--- config.mk ---
export PLATFORM = sky130hd
export DESIGN_NAME = dmac_regfront
export DESIGN_NICKNAME = d
export VERILOG_FILES = /design/src/rtl/dmac_pkg.sv /design/src/rtl/dmac_irq_ctrl.sv /design/src/rtl/dmac_desc_queue.sv /design/src/rtl/dmac_tag_tracker.sv /design/src/rtl/dmac_regfront.sv
export SDC_FILE = /design/constraint.sdc
export NUM_CORES = 1
export LEC_CHECK = 0
export CAP_MARGIN = 20
export CORE_MARGIN = 2
export CORE_UTILIZATION = 55
export DETAILED_ROUTE_END_ITERATION = 10
export PLACE_DENSITY = 0.74
export SYNTH_ARGS = -nofsm -noshare
export SYNTH_HDL_FRONTEND = slang
export SYNTH_SLANG_ARGS = --single-unit
--- constraint.sdc ---
create_clock -name clk -period 21.8 [get_ports clk]
set_input_delay 3.27 -clock clk [delete_from_list [all_inputs] [get_ports clk]]
set_output_delay 3.27 -clock clk [all_outputs]
set_load 0.02 [all_outputs]
--- src/rtl/dmac_pkg.sv ---
package dmac_pkg;

  localparam int TAG_W = 5;

  localparam int OFF_MASK    = 'h080;
  localparam int OFF_PEND    = 'h084;
  localparam int OFF_SRC     = 'h088;
  localparam int OFF_CTRL    = 'h400;
  localparam int OFF_TAG     = 'h404;
  localparam int OFF_START   = 'h408;
  localparam int OFF_FLAGS   = 'h40C;
  localparam int OFF_DADDR   = 'h410;
  localparam int OFF_SADDR   = 'h414;
  localparam int OFF_XLEN    = 'h418;
  localparam int OFF_YLEN    = 'h41C;
  localparam int OFF_DSTRIDE = 'h420;
  localparam int OFF_SSTRIDE = 'h424;
  localparam int OFF_DONE    = 'h428;

  typedef struct packed {
    logic [TAG_W-1:0] tag;
    logic [2:0]       flags;
    logic [31:0]      dst;
    logic [31:0]      src;
    logic [31:0]      xlen;
    logic [31:0]      ylen;
    logic [31:0]      dstride;
    logic [31:0]      sstride;
  } xfer_desc_t;

endpackage

--- src/rtl/dmac_irq_ctrl.sv ---
module dmac_irq_ctrl #(
  parameter int N_EV = 2
) (
  input  logic            clk,
  input  logic            rst_n,
  input  logic [N_EV-1:0] ev_set,
  input  logic            clr_wr,
  input  logic [N_EV-1:0] clr_data,
  input  logic            mask_wr,
  input  logic [N_EV-1:0] mask_data,
  output logic [N_EV-1:0] raw_q,
  output logic [N_EV-1:0] mask_q,
  output logic [N_EV-1:0] pend,
  output logic            irq_o
);

  logic [N_EV-1:0] raw_d, mask_d;

  always_comb begin
    raw_d = raw_q;
    if (clr_wr) raw_d = raw_d & ~clr_data;
    raw_d  = raw_d | ev_set;
    mask_d = mask_wr ? mask_data : mask_q;
  end

  always_ff @(posedge clk or negedge rst_n) begin
    if (!rst_n) begin
      raw_q  <= '0;
      mask_q <= '1;
    end else begin
      raw_q  <= raw_d;
      mask_q <= mask_d;
    end
  end

  assign pend  = raw_q & ~mask_q;
  assign irq_o = |pend;

  // an event is never lost, even against a simultaneous clear
  assert_event_sticky_R7: assert property (@(posedge clk) disable iff (!rst_n)
    (ev_set != '0) |=> ((raw_q & $past(ev_set)) == $past(ev_set)));

endmodule

--- src/rtl/dmac_desc_queue.sv ---
module dmac_desc_queue
  import dmac_pkg::*;
#(
  parameter int DEPTH = 4
) (
  input  logic       clk,
  input  logic       rst_n,
  input  logic       flush,
  input  logic       push,
  input  xfer_desc_t push_desc,
  input  logic       pop,
  output xfer_desc_t head,
  output logic       full,
  output logic       empty
);

  localparam int PW = (DEPTH > 1) ? $clog2(DEPTH) : 1;
  localparam int CW = $clog2(DEPTH + 1);

  xfer_desc_t     slot_q [DEPTH];
  logic [PW-1:0]  wr_q, wr_d, rd_q, rd_d;
  logic [CW-1:0]  cnt_q, cnt_d;

  function automatic logic [PW-1:0] bump(input logic [PW-1:0] p);
    return (p == PW'(DEPTH - 1)) ? '0 : p + 1'b1;
  endfunction

  always_comb begin
    wr_d  = wr_q;
    rd_d  = rd_q;
    cnt_d = cnt_q;
    if (flush) begin
      wr_d  = '0;
      rd_d  = '0;
      cnt_d = '0;
    end else begin
      if (push) wr_d = bump(wr_q);
      if (pop)  rd_d = bump(rd_q);
      cnt_d = cnt_q + CW'(push) - CW'(pop);
    end
  end

  always_ff @(posedge clk or negedge rst_n) begin
    if (!rst_n) begin
      wr_q  <= '0;
      rd_q  <= '0;
      cnt_q <= '0;
    end else begin
      wr_q  <= wr_d;
      rd_q  <= rd_d;
      cnt_q <= cnt_d;
    end
  end

  always_ff @(posedge clk) begin
    if (push && !flush) slot_q[wr_q] <= push_desc;
  end

  assign head  = slot_q[rd_q];
  assign full  = (cnt_q == CW'(DEPTH));
  assign empty = (cnt_q == '0);

  assert_no_overflow_R5: assert property (@(posedge clk) disable iff (!rst_n)
    cnt_q <= CW'(DEPTH));
  assert_no_push_full_R5: assert property (@(posedge clk) disable iff (!rst_n)
    full |-> !push);
  assert_no_pop_empty_R5: assert property (@(posedge clk) disable iff (!rst_n)
    empty |-> !pop);

endmodule

--- src/rtl/dmac_tag_tracker.sv ---
module dmac_tag_tracker
  import dmac_pkg::*;
(
  input  logic             clk,
  input  logic             rst_n,
  input  logic             commit,
  input  logic             cpl_valid,
  input  logic [TAG_W-1:0] cpl_tag,
  input  logic             cpl_partial,
  input  logic             part_clr,
  output logic [TAG_W-1:0] next_tag_q,
  output logic [31:0]      done_q,
  output logic             part_q
);

  logic [TAG_W-1:0] next_tag_d;
  logic [31:0]      done_d;
  logic             part_d;

  always_comb begin
    next_tag_d = commit ? next_tag_q + 1'b1 : next_tag_q;
    done_d     = done_q;
    if (cpl_valid) done_d[cpl_tag] = 1'b1;
    if (commit)    done_d[next_tag_q] = 1'b0;
    part_d = part_q;
    if (part_clr)                  part_d = 1'b0;
    if (cpl_valid && cpl_partial)  part_d = 1'b1;
  end

  always_ff @(posedge clk or negedge rst_n) begin
    if (!rst_n) begin
      next_tag_q <= '0;
      done_q     <= '0;
      part_q     <= 1'b0;
    end else begin
      next_tag_q <= next_tag_d;
      done_q     <= done_d;
      part_q     <= part_d;
    end
  end

  assert_tag_step_R4: assert property (@(posedge clk) disable iff (!rst_n)
    commit |=> (next_tag_q == $past(next_tag_q) + 5'd1));
  assert_done_set_R6: assert property (@(posedge clk) disable iff (!rst_n)
    (cpl_valid && !(commit && cpl_tag == next_tag_q)) |=> done_q[$past(cpl_tag)]);
  assert_done_reuse_R6: assert property (@(posedge clk) disable iff (!rst_n)
    (commit && !(cpl_valid && cpl_tag == next_tag_q)) |=> !done_q[$past(next_tag_q)]);

endmodule

--- src/rtl/dmac_regfront.sv ---
module dmac_regfront
  import dmac_pkg::*;
#(
  parameter int ADDR_W     = 12,
  parameter int QDEPTH     = 4,
  parameter int LEN_BITS   = 24,
  parameter bit HAS_CYCLIC = 1'b1,
  parameter bit HAS_2D     = 1'b1
) (
  input  logic              clk,
  input  logic              rst_n,
  input  logic              req_valid,
  input  logic              req_write,
  input  logic [ADDR_W-1:0] req_addr,
  input  logic [31:0]       req_wdata,
  output logic [31:0]       rsp_rdata,
  output logic              irq,
  output logic              eng_enable,
  output logic              eng_pause,
  output logic              eng_valid,
  input  logic              eng_ready,
  output logic [4:0]        eng_id,
  output logic [2:0]        eng_flags,
  output logic [31:0]       eng_dst_addr,
  output logic [31:0]       eng_src_addr,
  output logic [31:0]       eng_xlen,
  output logic [31:0]       eng_ylen,
  output logic [31:0]       eng_dst_stride,
  output logic [31:0]       eng_src_stride,
  input  logic              cpl_valid,
  input  logic [4:0]        cpl_id,
  input  logic              cpl_partial
);

  localparam logic [31:0] LEN_MASK = 32'((64'd1 << LEN_BITS) - 1);

  localparam logic [ADDR_W-1:0] A_MASK    = ADDR_W'(OFF_MASK);
  localparam logic [ADDR_W-1:0] A_PEND    = ADDR_W'(OFF_PEND);
  localparam logic [ADDR_W-1:0] A_SRC     = ADDR_W'(OFF_SRC);
  localparam logic [ADDR_W-1:0] A_CTRL    = ADDR_W'(OFF_CTRL);
  localparam logic [ADDR_W-1:0] A_TAG     = ADDR_W'(OFF_TAG);
  localparam logic [ADDR_W-1:0] A_START   = ADDR_W'(OFF_START);
  localparam logic [ADDR_W-1:0] A_FLAGS   = ADDR_W'(OFF_FLAGS);
  localparam logic [ADDR_W-1:0] A_DADDR   = ADDR_W'(OFF_DADDR);
  localparam logic [ADDR_W-1:0] A_SADDR   = ADDR_W'(OFF_SADDR);
  localparam logic [ADDR_W-1:0] A_XLEN    = ADDR_W'(OFF_XLEN);
  localparam logic [ADDR_W-1:0] A_YLEN    = ADDR_W'(OFF_YLEN);
  localparam logic [ADDR_W-1:0] A_DSTRIDE = ADDR_W'(OFF_DSTRIDE);
  localparam logic [ADDR_W-1:0] A_SSTRIDE = ADDR_W'(OFF_SSTRIDE);
  localparam logic [ADDR_W-1:0] A_DONE    = ADDR_W'(OFF_DONE);

  // synchronous release of the asynchronous reset
  logic [1:0] rs_q;
  logic       rst_ni;
  always_ff @(posedge clk or negedge rst_n) begin
    if (!rst_n) rs_q <= 2'b00;
    else        rs_q <= {rs_q[0], 1'b1};
  end
  assign rst_ni = rs_q[1];

  // feature variants
  logic [31:0] ylen_keep;
  logic        cyc_keep;
  generate
    if (HAS_2D) begin : g_2d
      assign ylen_keep = LEN_MASK;
    end else begin : g_1d
      assign ylen_keep = '0;
    end
    if (HAS_CYCLIC) begin : g_cyc
      assign cyc_keep = 1'b1;
    end else begin : g_nocyc
      assign cyc_keep = 1'b0;
    end
  endgenerate

  logic wr, rd;
  assign wr = req_valid && req_write;
  assign rd = req_valid && !req_write;

  logic ctrl_wr, start_wr, abort;
  assign ctrl_wr  = wr && (req_addr == A_CTRL);
  assign start_wr = wr && (req_addr == A_START) && req_wdata[0];
  assign abort    = ctrl_wr && !req_wdata[0];

  // control and staging state
  logic       en_q, en_d, pause_q, pause_d;
  logic       stage_full_q, stage_full_d;
  xfer_desc_t stg_q, stg_d;

  logic [TAG_W-1:0] next_tag;
  logic [31:0]      done_bits;
  logic             part_pend;
  logic             q_full, q_empty;
  xfer_desc_t       q_head;
  logic             commit, push, pop;

  assign commit = start_wr && en_q && !stage_full_q;
  assign push   = stage_full_q && !q_full && !abort;

  always_comb begin
    en_d         = en_q;
    pause_d      = pause_q;
    stg_d        = stg_q;
    stage_full_d = stage_full_q;
    if (ctrl_wr) begin
      en_d    = req_wdata[0];
      pause_d = req_wdata[1];
    end
    if (wr) begin
      case (req_addr)
        A_FLAGS:   stg_d.flags   = {req_wdata[2:1], req_wdata[0] & cyc_keep};
        A_DADDR:   stg_d.dst     = req_wdata;
        A_SADDR:   stg_d.src     = req_wdata;
        A_XLEN:    stg_d.xlen    = req_wdata & LEN_MASK;
        A_YLEN:    stg_d.ylen    = req_wdata & ylen_keep;
        A_DSTRIDE: stg_d.dstride = req_wdata;
        A_SSTRIDE: stg_d.sstride = req_wdata;
        default: ;
      endcase
    end
    if (commit) stg_d.tag = next_tag;
    if (abort)       stage_full_d = 1'b0;
    else if (commit) stage_full_d = 1'b1;
    else if (push)   stage_full_d = 1'b0;
  end

  always_ff @(posedge clk or negedge rst_ni) begin
    if (!rst_ni) begin
      en_q         <= 1'b0;
      pause_q      <= 1'b0;
      stage_full_q <= 1'b0;
      stg_q        <= '0;
    end else begin
      en_q         <= en_d;
      pause_q      <= pause_d;
      stage_full_q <= stage_full_d;
      stg_q        <= stg_d;
    end
  end

  dmac_desc_queue #(.DEPTH(QDEPTH)) u_queue (
    .clk       (clk),
    .rst_n     (rst_ni),
    .flush     (abort),
    .push      (push),
    .push_desc (stg_q),
    .pop       (pop),
    .head      (q_head),
    .full      (q_full),
    .empty     (q_empty)
  );

  dmac_tag_tracker u_tags (
    .clk         (clk),
    .rst_n       (rst_ni),
    .commit      (commit),
    .cpl_valid   (cpl_valid),
    .cpl_tag     (cpl_id),
    .cpl_partial (cpl_partial),
    .part_clr    (wr && (req_addr == A_DONE) && req_wdata[31]),
    .next_tag_q  (next_tag),
    .done_q      (done_bits),
    .part_q      (part_pend)
  );

  logic [1:0] irq_raw, irq_mask, irq_pend;
  dmac_irq_ctrl #(.N_EV(2)) u_irq (
    .clk       (clk),
    .rst_n     (rst_ni),
    .ev_set    ({cpl_valid, push}),
    .clr_wr    (wr && (req_addr == A_PEND)),
    .clr_data  (req_wdata[1:0]),
    .mask_wr   (wr && (req_addr == A_MASK)),
    .mask_data (req_wdata[1:0]),
    .raw_q     (irq_raw),
    .mask_q    (irq_mask),
    .pend      (irq_pend),
    .irq_o     (irq)
  );

  // engine side
  assign eng_enable     = en_q;
  assign eng_pause      = pause_q;
  assign eng_valid      = !q_empty && en_q && !pause_q;
  assign pop            = eng_valid && eng_ready;
  assign eng_id         = q_head.tag;
  assign eng_flags      = q_head.flags;
  assign eng_dst_addr   = q_head.dst;
  assign eng_src_addr   = q_head.src;
  assign eng_xlen       = q_head.xlen;
  assign eng_ylen       = q_head.ylen;
  assign eng_dst_stride = q_head.dstride;
  assign eng_src_stride = q_head.sstride;

  // read path, one register stage
  logic [31:0] rd_val, rdata_q, rdata_d;
  always_comb begin
    rd_val = '0;
    case (req_addr)
      A_MASK:    rd_val = {30'd0, irq_mask};
      A_PEND:    rd_val = {30'd0, irq_pend};
      A_SRC:     rd_val = {30'd0, irq_raw};
      A_CTRL:    rd_val = {30'd0, pause_q, en_q};
      A_TAG:     rd_val = {27'd0, next_tag};
      A_START:   rd_val = {31'd0, stage_full_q};
      A_FLAGS:   rd_val = {29'd0, stg_q.flags};
      A_DADDR:   rd_val = stg_q.dst;
      A_SADDR:   rd_val = stg_q.src;
      A_XLEN:    rd_val = stg_q.xlen;
      A_YLEN:    rd_val = stg_q.ylen;
      A_DSTRIDE: rd_val = stg_q.dstride;
      A_SSTRIDE: rd_val = stg_q.sstride;
      A_DONE:    rd_val = {done_bits[31] | part_pend, done_bits[30:0]};
      default:   rd_val = '0;
    endcase
    rdata_d = rd ? rd_val : '0;
  end

  always_ff @(posedge clk or negedge rst_ni) begin
    if (!rst_ni) rdata_q <= '0;
    else         rdata_q <= rdata_d;
  end
  assign rsp_rdata = rdata_q;

  assert_abort_flush_R2: assert property (@(posedge clk) disable iff (!rst_ni)
    abort |=> (!eng_valid && !stage_full_q));
  assert_commit_busy_R3: assert property (@(posedge clk) disable iff (!rst_ni)
    commit |=> stage_full_q);
  assert_idle_rdata_R10: assert property (@(posedge clk) disable iff (!rst_ni)
    !rd |=> (rsp_rdata == 32'd0));

endmodule

* Word level (Yosys, flattened, before mapping)
Memory sizes are Yosys's and may differ from the RTL's. Index checks and enable logic that the tools add are counted.
Word-level totals: register bits 270, bits in latches 0, RAM bits 736, memory bits (read-only) 0, input port bits 56, output and inout port bits 236, logic and storage cells 121, memories kept 1
Cells by class: add/subtract/negate cells 5, multiply operators 0, div/mod/pow operators 0, order comparisons 4, equality and inequality tests 17, shifts and indexed selects 0, muxes and demuxes 23, bitwise operators 9, reductions and logical operators 41
Memories:
- u_queue.slot_q | words 4, width 184, read ports 1, clocked after memory_dff 0, write ports 1, line dmac_desc_queue.sv:20 | xfer_desc_t slot_q [DEPTH];
Operators by type and width (number):
- one-hot mux 32 bit (14 select lines) | 1
- equality test 12 x 11 -> 1 bit (second input constant) | 11
- two-way mux 32 bit | 3
- equality test 12 x 8 -> 1 bit (second input constant) | 3
- AND 32 bit | 1
- NOT 32 bit | 1
- OR 32 bit | 1
- logical AND 1 bit | 21
- two-way mux 2 bit | 7
- AND reduction 2 bit | 7
- less-than comparator 5 x 6 -> 1 bit (second input constant) | 2
- demux 1 bit (select 5 bit) | 2
- >= comparator 5 x 1 -> 1 bit (second input constant) | 2
- two-way mux 1 bit | 9
- zero test 1 bit | 7
- nonzero test 2 bit | 3
- adder 5 x 1 -> 5 bit (second input constant) | 1
- adder 2 x 1 -> 2 bit (second input constant) | 2
- AND 2 bit | 2
- equality test 2 bit (second input constant) | 2
- NOT 2 bit | 2
- adder 3 x 1 -> 3 bit | 1
- equality test 3 bit (second input constant) | 1
- zero test 3 bit | 1
- other kinds (6) | 6

* Depth between registers and ports, before layout
depth after elaboration 8, gate-level depth with buffers 12, mapped depth without buffers 12

* By module
Synthesis repeated with hierarchy kept, for this count alone.
Unflattened totals: cells, all modules 2034, area total of the unflattened synthesis 41273.3 um^2
Modules (own cells, without submodules):
- dmac_desc_queue | instances 1, cells each 1085, area each 29315.6 um^2, sequential area each 24198.2 um^2
- dmac_regfront | instances 1, cells each 776, area each 10107.2 um^2, sequential area each 5530.3 um^2
- dmac_tag_tracker | instances 1, cells each 160, area each 1669.1 um^2, sequential area each 950.9 um^2
- dmac_irq_ctrl | instances 1, cells each 13, area each 181.4 um^2, sequential area each 102.6 um^2

* Worst setup path before layout
Ideal clock, no wire load.
path kind input port to flip-flop, from in req_addr[10], to mem u_queue.slot_q[3][0] in the netlist's numbering (enable), library setup time 0.567 ns, arrival time 8.126 ns, required time 21.233 ns, path slack 13.107 ns, stages on the path 5, buffers on the path 0, path through nor4b_2 -> nand3_1 -> nor3_2 -> nor2_1 -> and2_1
Between the ends: word-level cells in the longest chain between the ends 8
RTL lines:
- from (decl) | line dmac_regfront.sv:14 | input logic [ADDR_W-1:0] req_addr,
- equality test 12 x 11 -> 1 bit * | line dmac_regfront.sv:82 | assign ctrl_wr = wr && (req_addr == A_CTRL);
- logical AND 1 bit * | line dmac_regfront.sv:82
- logical AND 1 bit * | line dmac_regfront.sv:84 | assign abort = ctrl_wr && !req_wdata[0];
- zero test 1 bit * | line dmac_desc_queue.sv:56, dmac_regfront.sv:99
- logical AND 1 bit | line dmac_regfront.sv:99 | assign push = stage_full_q && !q_full && !abort;
- logical AND 1 bit * | line dmac_desc_queue.sv:56 | if (push && !flush) slot_q[wr_q] <= push_desc;
- two-way mux 1 bit * | line dmac_desc_queue.sv:56
- two-way mux 1 bit (not written as such) * | line dmac_desc_queue.sv:56
- to (decl) | line dmac_desc_queue.sv:20
Mark *: on every way between the ends. The rest lies on a longest branch, timed or not.

* Final worst setup path
from reg u_queue.rd_q[0], to out eng_dst_stride[13]
Between the ends: word-level cells in the longest chain between the ends 1
RTL lines:
- from (decl) | line dmac_desc_queue.sv:21 | logic [PW-1:0] wr_q, wr_d, rd_q, rd_d;
- from (signal assigned) | line dmac_desc_queue.sv:50 | rd_q <= rd_d;
- memory (4 x 184 bit)
- to (decl) | line dmac_regfront.sv:28 | output logic [31:0] eng_dst_stride,
No other way between the ends.

==> key figures <==
STA
  – Final setup fails: 0
  – Fin Clk Skew: 0.0169 ns
  – RSZ-0062 raised after global routing: false
  – Hold Fails Final Rpt: 0
  – Tightest Pin Transition: 1.24 ns
  – Max Clk Rate: 125 MHz
  – Fin crit share: 36.6%
  – Min cycle time layout: 7.97 ns
  – Fin Setup TNS: 0 ns
  – Slew HR: 16.5%
  – Final Max Tran Viols: 0

Global routing
  – Met2 usage in global routing: 42.1%
  – Gr usage total: 25.8%
  – Most Crowded Layer GR: met2
  – Grt ovf: 0
  – First-pass GRT wire length: 135 mm
  – Met1 Track Usage GR: 36.3%
  – Met3 Use GR: 4.39%
  – Largest net degree at the start of global routing: 178
  – Vias in the first global route: 20700
  – Initial antenna violation count: 8

Floorplan
  – Die width: 268 microns
  – Number of top-level pins: 292
  – Full die area: 71600 sq um
  – DIE HEIGHT: 268 microns
  – Initial Util: 55.6%
  – FP Rows: 96
  – Core area: 68700 sq um

Synthesis
  – Post-Syn Area: 38200 sq um
  – Area leader, netlist: edfxtp_1
  – Main combinational cell family by area after synthesis: multiplexers
  – Sequential fraction of the synthesis area: 75.5%
  – Synth async-reset ratio: 26.8%
  – Flops & latches, synth: 1006
  – Synth cell types: 61
  – Synth Area in Compound Gates: 3.52%
  – Synth Area in XOR/XNOR: 0.137%
  – Area share of the largest cell type after synthesis: 57.8%
  – Ranking of synthesized cells by area: edfxtp_1 58%, dfrtp_1 18%, mux4_2 11%
  – Area share of and/or/nand/nor cells after synthesis: 2.24%
  – Syn Inst Count: 1874
  – Synthesis Warnings: 0
  – Post-synthesis area per instance: 20.4 sq um
  – EDFF count, synth: 736
  – Post-Synth Adder-Cell Area: 0.412%
  – Ys flop type: edfxtp_1
  – Post-synthesis mux area share: 16.5%

Placement
  – Post-DP HPWL: 54.6 mm
  – PortBufs: 275
  – Final GP Congestion: 0.806

Cells and area
  – Util after Layout: 65.8%
  – Sequential cell area: 28900 sq um
  – Area Growth Syn to Fin: 18.2%
  – Share of cells above drive strength 1: 22.5%
  – Layout Nets: 2240
  – FILL cells: 4495
  – Footprint of the multi-input gates: 8850 sq um

Routing
  – DRC violations left: 0
  – Vias/cell: 6.27
  – Final wirelength: 91.3 mm
  – Routed WL per cell: 28.6 microns
  – Starting DRC count in detailed routing: 2279
  – Via count: 20000
  – First-pass DRT Iterations: 8
  – ANT nets after route: 0

Clock tree
  – CTS Buf Count: 98
  – Max clock buf depth: 3
  – Clk Latency, worst-skew pair: 0.65 ns
  – TritonCTS clock tree: built
  – Setup bufs post-CTS: 0
  – H-tree depth: 3
  – TritonCTS Sinks: 1006
  – # hold bufs at CTS: 0
  – Root buffer cell: clkbuf_16
  – PostCTS Resize Cnt: 0
  – Clock slew at reported path FFs: 0.06 ns

Setup path
  – Setup crit start kind: flip-flop
  – Crit Path Max Fanout: 49
  – FF-to-FF Start: u_queue.cnt_q[1]$_DFF_PN0_
  – CP Data Required Time: 18.53 ns
  – Worst R2R Setup Slack: 18.35 ns
  – Crit. End Element: output pin
  – Worst EP arrival: 4.70 ns
  – Crit path cell chain: buf_4 > buf_4 > mux4_2 > clkdlybuf4s50_1
  – Setup Crit Path Kind: reg2out
  – Crit-path slowest cell: dfrtp_4
  – Crit. Startpoint: u_queue.rd_q[0]$_DFFE_PN0P_
  – Most used cell, CP: buf_4
  – CP max stage delay: 1.03 ns

Outcome
  – Status: complete, no violations

Power
  – Clock share of power: 43.8%
  – Switching Share: 20.3%
  – Leakage: 17.7 nW
  – Cell-internal power: 3.04 mW
  – Total power: 3.82 mW
  – Switch Pwr: 775 uW
  – VDD IR max: 0.0710 mV
  – Logic pwr share: 1.9%
  – Seq pwr share: 54.3%
  – P per Cell Area: 84.5 nW/um^2

Hold path
  – Hold Crit Class: reg2async

Job
  – MaxCap Viol Count: 0
[cell usage in the layout, fill, tap and decap left out, types with 9 or more instances in the layout]
cell type | synthesis | layout
a21oi_1 | 52 | 52
a222oi_1 | 46 | 46
a22oi_1 | 16 | 16
a31oi_1 | 50 | 50
buf_4 | 20 | 20
clkbuf_1 | 38 | 33
clkbuf_16 | 0 | 98
clkbuf_8 | 0 | 15
clkdlybuf4s50_1 | 0 | 275
clkinv_2 | 0 | 15
conb_1 | 2 | 17
dfrtp_1 | 268 | 265
edfxtp_1 | 736 | 736
ha_1 | 11 | 11
inv_1 | 12 | 12
mux2_1 | 69 | 69
mux2_2 | 120 | 120
mux4_2 | 184 | 184
nand2_1 | 48 | 43
nand3_1 | 14 | 14
nor2_1 | 20 | 18
nor3b_1 | 10 | 9
[registers in the layout, indices dropped and copies added (netlist names)]
name               flops
stg_q                184
u_queue.slot_q       736
rs_q                   2
u_queue.wr_q           2
rsp_rdata             32
u_irq.raw_q            2
u_queue.rd_q           2
eng_enable             1
stage_full_q           1
u_tags.next_tag_q      5
u_tags.done_q         32
u_tags.part_q          1
eng_pause              1
u_irq.mask_q           2
u_queue.cnt_q          3
[layer usage]
| metal | part of all wire (%) | wire length, microns |
|---|---|---|
| met1 | 40 | 36600 |
| met2 | 50 | 46000 |
| met3 | 7.2 | 6560 |
| met4 | 2.3 | 2060 |
| met5 | 0.088 | 80 |
[power by group through the flow]
| stage | sequential (mW) | combinational, mW | clock (mW) |
|---|---|---|---|
| 2_1_floorplan | 2.10 | 0.0387 | 0 |
| 3_3_place_gp | 2.11 | 0.0687 | 0 |
| 3_5_place_dp | 2.11 | 0.0713 | 0 |
| 4_1_cts | 2.07 | 0.0715 | 1.70 |
| 5_1_grt | 2.07 | 0.0783 | 1.78 |
| 6_report | 2.07 | 0.0713 | 1.67 |
[cell families (layout without fill, tap and decap cells)]
kind of cell,after synthesis,count (layout)
buffers and inverters,129,498
and+or+nand+nor,151,151
DFF,1006,1006
adders and majority gates,12,12
AOI/OAI and AO/OA,190,190
other,2,19
xor gates and xnor gates,6,6
muxes,378,378
[cell usage after synthesis (7+ instances only)]
library cell,instances
ha_1,11
buf_4,20
buf_1,22
mux2_1,69
a222oi_1,46
a21oi_1,52
nor3_1,7
mux2_2,120
a31oi_1,50
a22oi_1,16
clkbuf_1,38
inv_1,12
nor2_1,20
nand2_1,48
nor3b_1,10
and2_1,7
edfxtp_1,736
mux4_2,184
nand3_1,14
buf_2,35
dfrtp_1,268
[through the flow]
stage	instances	cell area (sq um)	worst slack [ns]	hold slack, ns
after global placement	3001	41900	14.37	0.315
after CTS	3187	45100	13.63	0.325
after detailed placement	3001	41900	14.23	0.320
after global routing	3189	45200	13.40	0.341
final	3191	45200	13.83	0.298
after floorplan	1889	38300	13.11	0.331
[final cells by class]
type / instances / area share [%]
flip-flops and latches: 1006 / 63.9
multi-input cells: 754 / 19.6
repair buffers: 300 / 6.68
clock buffers: 146 / 6.16
well taps: 931 / 2.58
clock inverters: 40 / 0.983
inverters: 12 / 0.0997
diodes: 2 / 0.0111
[path summary, 6_finish.rpt]
path / endpoint / depth (start not counted)
setup reg to reg: u_queue.slot_q[1][18]$_DFFE_PP_ / 6
hold reg to reg: u_queue.cnt_q[2]$_DFF_PN0_ / 0
min in group clk: rs_q[1]$_DFF_PN0_ / 0
max in group asynchronous: rs_q[1]$_DFF_PN0_ / 1
setup / recovery: eng_dst_stride[13] / 4
hold / removal: u_queue.cnt_q[2]$_DFF_PN0_ / 0
[worst max-delay path, delay by kind of cell, from the launching register on]
| kind | cells | cell delay (ns) |
|---|---|---|
| flip-flops | 1 | 1.03 |
| multiplexers | 1 | 0.62 |
| buffers and inverters | 3 | 2.26 |
No activity file was read; power rests on OpenSTA's default activity.
